$ cat src/rtl/pt_walker.sv
module pt_walker #(
  parameter int AW    = 32,
  parameter int IDX_W = 10,
  parameter int OFF_W = 12
) (
  input  logic          clk,
  input  logic          rst_n,
  input  logic          req_valid,
  output logic          req_ready,
  input  logic [AW-1:0] req_vaddr,
  input  logic [AW-1:0] req_root,
  output logic          mem_rd,
  output logic [AW-1:0] mem_addr,
  input  logic [AW-1:0] mem_rdata,
  output logic          rsp_valid,
  input  logic          rsp_ready,
  output logic [AW-1:0] rsp_paddr,
  output logic          rsp_fault
);
  localparam int BASE_W = AW - OFF_W;
  localparam int PAD_W  = AW - IDX_W - 2;

  typedef enum logic [2:0] {S_IDLE, S_RD_OUT, S_WT_OUT, S_RD_IN, S_WT_IN, S_DONE} st_t;

  st_t              st;
  logic [AW-1:0]    va_q, root_q, paddr_q;
  logic [BASE_W-1:0] tbl_q;
  logic             fault_q;

  wire [IDX_W-1:0] hi_idx = va_q[AW-1 -: IDX_W];
  wire [IDX_W-1:0] lo_idx = va_q[AW-IDX_W-1 -: IDX_W];
  wire [AW-1:0] hi_off = {{PAD_W{1'b0}}, hi_idx, 2'b00};
  wire [AW-1:0] lo_off = {{PAD_W{1'b0}}, lo_idx, 2'b00};
  wire entry_ok = mem_rdata[0];
  wire unused_ok = ^mem_rdata[OFF_W-1:1];

  assign req_ready = (st == S_IDLE);
  assign rsp_valid = (st == S_DONE);
  assign mem_rd    = (st == S_RD_OUT) || (st == S_RD_IN);
  assign mem_addr  = (st == S_RD_IN) ? ({tbl_q, {OFF_W{1'b0}}} + lo_off) : (root_q + hi_off);
  assign rsp_paddr = paddr_q;
  assign rsp_fault = fault_q;

  always_ff @(posedge clk) begin
    if (!rst_n) begin
      st      <= S_IDLE;
      va_q    <= '0;
      root_q  <= '0;
      tbl_q   <= '0;
      paddr_q <= '0;
      fault_q <= 1'b0;
    end else begin
      case (st)
        S_IDLE: if (req_valid) begin
          va_q    <= req_vaddr;
          root_q  <= req_root;
          fault_q <= 1'b0;
          st      <= S_RD_OUT;
        end
        S_RD_OUT: st <= S_WT_OUT;
        S_WT_OUT: if (entry_ok) begin
          tbl_q <= mem_rdata[AW-1:OFF_W];
          st    <= S_RD_IN;
        end else begin
          fault_q <= 1'b1;
          paddr_q <= '0;
          st      <= S_DONE;
        end
        S_RD_IN: st <= S_WT_IN;
        S_WT_IN: begin
          fault_q <= !entry_ok;
          paddr_q <= entry_ok ? {mem_rdata[AW-1:OFF_W], va_q[OFF_W-1:0]} : '0;
          st      <= S_DONE;
        end
        S_DONE: if (rsp_ready) st <= S_IDLE;
        default: st <= S_IDLE;
      endcase
    end
  end
endmodule

$ cat config.mk
export PLATFORM = sky130hd
export DESIGN_NAME = pt_walker
export DESIGN_NICKNAME = d
export VERILOG_FILES = /design/src/rtl/pt_walker.sv
export SDC_FILE = /design/constraint.sdc
export NUM_CORES = 1
export LEC_CHECK = 0
export BUFFER_PORTS_ARGS = -buffer_cell sky130_fd_sc_hd__buf_4
export CAP_MARGIN = 25
export CORE_MARGIN = 2
export CORE_UTILIZATION = 45
export DETAILED_ROUTE_END_ITERATION = 8
export GPL_TIMING_DRIVEN = 0
export PLACE_DENSITY = 0.82
export SLEW_MARGIN = 15
export SYNTH_ARGS = -nofsm -noshare
export SYNTH_HDL_FRONTEND = slang
export SYNTH_SLANG_ARGS = --single-unit
$ cat constraint.sdc
create_clock -name clk -period 3.3 [get_ports clk]
set_input_delay 0.495 -clock clk [delete_from_list [all_inputs] [get_ports clk]]
set_output_delay 0.495 -clock clk [all_outputs]
set_load 0.005 [all_outputs]
After elaboration in Yosys (flattened, before gate mapping)
Index checks and enable logic that the tools add are counted.
{ "classes": {"addsub": 2, "eq_ne": 8, "mux": 11, "reduce_logical": 10} }
{ "ops": {"columns": ["cell", "count"], "rows": [
  ["two-way mux 32 bit", 3],
  ["adder 32 x 12 -> 32 bit", 2],
  ["one-hot mux 32 bit (2 select lines)", 1],
  ["one-hot mux 3 bit (6 select lines)", 1],
  ["two-way mux 3 bit", 3],
  ["AND reduction 2 bit", 4],
  ["equality test 3 x 2 -> 1 bit (second input constant)", 2],
  ["equality test 3 bit (second input constant)", 2],
  ["!= test 2 bit (second input constant)", 2],
  ["equality test 3 x 1 -> 1 bit (second input constant)", 1],
  ["zero test 3 bit", 1],
  ["one-hot mux 1 bit (3 select lines)", 1],
  ["AND reduction 3 bit", 1],
  ["nonzero test 3 bit", 1],
  ["two-way mux 1 bit", 2],
  ["!= test 2 x 1 -> 1 bit (second input constant)", 1],
  ["nonzero test 2 bit", 1],
  ["zero test 1 bit", 1],
  ["logical OR 1 bit", 1]
]} }
{ "totals": {"register_bits": 120, "out_inout_bits": 68, "word_cells": 37} }

Depth between registers and ports, before layout
{ "logic_depth": {"word_depth": 3, "ltp_mapped": 8} }

Least setup slack after synthesis
No wires, ideal clock.
{ "synth_timing": {"path_kind": "reg2out", "from": "reg va_q[22]", "to": "out mem_addr[22]", "arrival_ps": 1974, "required_ps": 2805, "slack_ps": 831, "stages_incl_launch_ff": 9, "n_path_buf": 0, "path_cell_list": "dfxtp_1 ha_1 fa_1 a21o_1 a221oi_2 o21ai_4 nand4_1 xor2_1 o21ai_1"} }
{ "synth_via": {"elab_chain_len": 2} }
{ "synth_rtl": {"columns": ["item", "line_no", "rtl"], "rows": [
  ["start, declared", "26", "logic [AW-1:0] va_q, root_q, paddr_q;"],
  ["start signal, assigned", "55", "va_q <= req_vaddr;"],
  ["adder 32 x 12 -> 32 bit", "40", "assign mem_addr = (st == S_RD_IN) ? ({tbl_q, {OFF_W{1'b0}}} + lo_off) : (root_q + hi_off);"],
  ["two-way mux 32 bit", "40", null],
  ["end, declared", "13", "output logic [AW-1:0] mem_addr,"]
]} }
Every way passes these cells.

Worst setup path after layout
Ends and elaborated chain as after synthesis.

==> results_dict.tcl <==
set metrics [dict create \
    whs_path_depth 3 \
    instances_no_fill 1053 \
    yosys_warnings 0 \
    dieArea_sq_um 13500 \
    ys_ff_latch 120 \
    cap_violations 0 \
    setup_viol 0 \
    final_max_slew_viol_count 0 \
    required_ns 2.80 \
    met2_length_um 8010 \
    remaining_drc_errors 0 \
    fin_ws_ns 0.103 \
    synth_area_sq_um 5660 \
    n_antenna_cell 0 \
    syn_inst 692 \
    overflow 0 \
    initial_core_util 0.465 \
    drt_first_pass_iters 5 \
    synth-simple-area-share 0.247 \
    place_congestion 0.896 \
    hold_path.startpoint "req_root[7]" \
    async_reset_ff_frac 0 \
    setup_tns_ns 0 \
    die_w_um 116 \
    clk_path_buf_depth 2 \
    die_y_um 116 \
    outcome "complete, no violations" \
    postSynthAreaPerCell_sq_um 8.18 \
    synth-edff-count 0 \
    drt-initial-drc-count 379 \
    grt_antenna_before_repair 0 \
    cp-end-kind "output port" \
    clk_pin_slew_ns 0.05 \
    yosys.area.top_type_share 0.425 \
    yosys.area.top_type "dfxtp_1" \
    startpoint_type "flop" \
    syn_to_final_growth_pct 36.6 \
    synth_top_family_by_area "simple AND/OR/NAND/NOR gates" \
    grt_pass1_wl_um 26300 \
    fin_skew_ns 0.00685 \
    vdd_ir_drop_max_v 0.000372 \
    grt_util_all_layers 0.253 \
    synth_flop_cell "dfxtp_1" \
    cts_sinks 120 \
    leakagePower_uw 0.00318 \
    wl_met1_um 7110 \
    fmax_mhz 313 \
    tritoncts.num_buffers 17 \
    vias 5487 \
    drive_above_1_share 0.251 \
    r2r_slack_ns 1.44 \
    hpwl_um 12000 \
    rows 40 \
    avgRoutedWirePerCell_um 15.9 \
    slew_headroom 0.616 \
    syn_nets 803 \
    grt_pass1_vias 5386 \
    synthAdderAreaFrac 0.0257 \
    routed.top_layer "met4" \
    port_buffers 155 \
    synth_compound_area_frac 0.230 \
    power_density_nw_per_um2 549 \
    vias_per_cell 5.21 \
    synthTopCellsByArea "dfxtp_1 42%, nand2_1 14%, a21boi_1 8.2%" \
    synth_xor_area_frac 0.0341 \
    dpl.cell_count 1015 \
    wl_met3_um 1210 \
    wl_um 16700 \
    finalHoldViolations 0 \
    layout_common_cells "214 x nand2_1, 161 x buf_4, 120 x dfxtp_1" \
    r2r_cells 6 \
    final_common_cell "nand2_1" \
    hold_end "root_q[7]" \
    antenna_left 0 \
    fin_nets 984 \
    grt_max_degree 17 \
    min_period_ns 3.20 \
    clockRootBuffer "clkbuf_16" \
    muxShareOfSynthArea 0.00177 \
    hp-class "in -> reg" \
    core-area_sq_um 12200 \
    cts_tree "yes" \
    clk_latency_ns 0.42 \
    pre_cts_ws_ns 0.405 \
    cp.arrival_ns 2.70 \
    htreeDepth 4 \
    r2r-end "root_q[6]" \
    worst_pin_slew_ns 0.576 \
    fin_crit_sh 0.969 \
    r2r-start "st[2]" \
    rsz0062_at_grt "no" \
    seq_area_frac_synth 0.425 \
    io_pins 168 \
    synth.distinct_cells 49 \
    critPathKind "reg -> out" \
    worstPathMaxFanout 5 \
]
==> area by class of cell <==
type | instances | area, sq um
multi-input combinational | 525 | 3080
clock buffer | 24 | 502
buffer | 47 | 205
clock inverter | 7 | 115
tap | 168 | 210
timing repair buffer | 161 | 1210
inverter | 1 | 3.75
fill | 1062 | 4430
sequential | 120 | 2400
==> flip-flops by register name (all words and copies together), names as in the netlist <==
register and flops:
tbl_q 20, st 3, va_q 32, root_q 32, rsp_fault 1, rsp_paddr 32
==> how the worst max path moves through the flow <==
stage,end,depth (start not counted),start
final,mem_addr[22],10,va_q[22]
after global routing,mem_addr[14],10,va_q[22]
after CTS,mem_addr[20],9,va_q[22]
after detailed placement,mem_addr[20],9,va_q[22]
after global placement,mem_addr[20],9,va_q[22]
after floorplan,mem_addr[22],8,va_q[22]
==> Yosys cell counts (all sizes together), types with 13 or more instances <==
master  count
buf        18
nor2b      38
xor2       13
dfxtp     120
clkbuf     29
nor2       17
a22oi      34
a21oi      19
a21boi     87
o21ai      21
nand2     214
==> critical path: stages, from the launching register on <==
cell      delay (ns)
dfxtp_1         0.31
ha_1            0.22
fa_2            0.37
a21o_1          0.21
a221oi_4        0.28
buf_4           0.19
o21ai_4         0.08
nand4_1         0.15
xor2_1          0.21
o21ai_1         0.09
buf_4           0.16
==> power by group <==
group | total (uW) | leakage [uW] | switching [uW] | internal, uW
Combinational | 714 | 0.00190 | 386 | 328
Sequential | 1610 | 0.000977 | 64.5 | 1540
Clock | 1920 | 0.000298 | 643 | 1280
Total | 4240 | 0.00318 | 1090 | 3150
==> cell families (layout without fill, tap and decap cells) <==
group / count (synthesis) / count (layout)
simple gates: 312 / 312
xor+xnor: 22 / 22
compound gates: 178 / 179
fa+ha+maj: 11 / 11
flops: 120 / 120
mux: 1 / 1
buf+inv: 48 / 240
==> per-stage QoR <==
step	total power [uW]	hold WS (ns)	utilization	cell area, sq um
after CTS	4240	0.312	0.630	7660
final	4240	0.321	0.636	7730
after global placement	2320	0.436	0.578	7030
after floorplan	2010	0.430	-	5660
after detailed placement	2330	0.441	0.578	7030
after global routing	4400	0.314	0.636	7730
==> layer usage <==
metal / track usage / vias up
li1: - / 2705
met4: 0.0952 / 0
met3: 0.0841 / 34
met1: 0.304 / 2547
met5: 0 / -
met2: 0.423 / 201
==> what timing repair did <==
item,in CTS,in global routing
hold endpoints to repair,0,0
buffers inserted,0,6
cloned,0,1
endpoints found under the setup margin,2,9
gates resized for setup,1,3
hold buffers,0,0
pin swaps,0,3
Power figures use the tool's default switching activity.
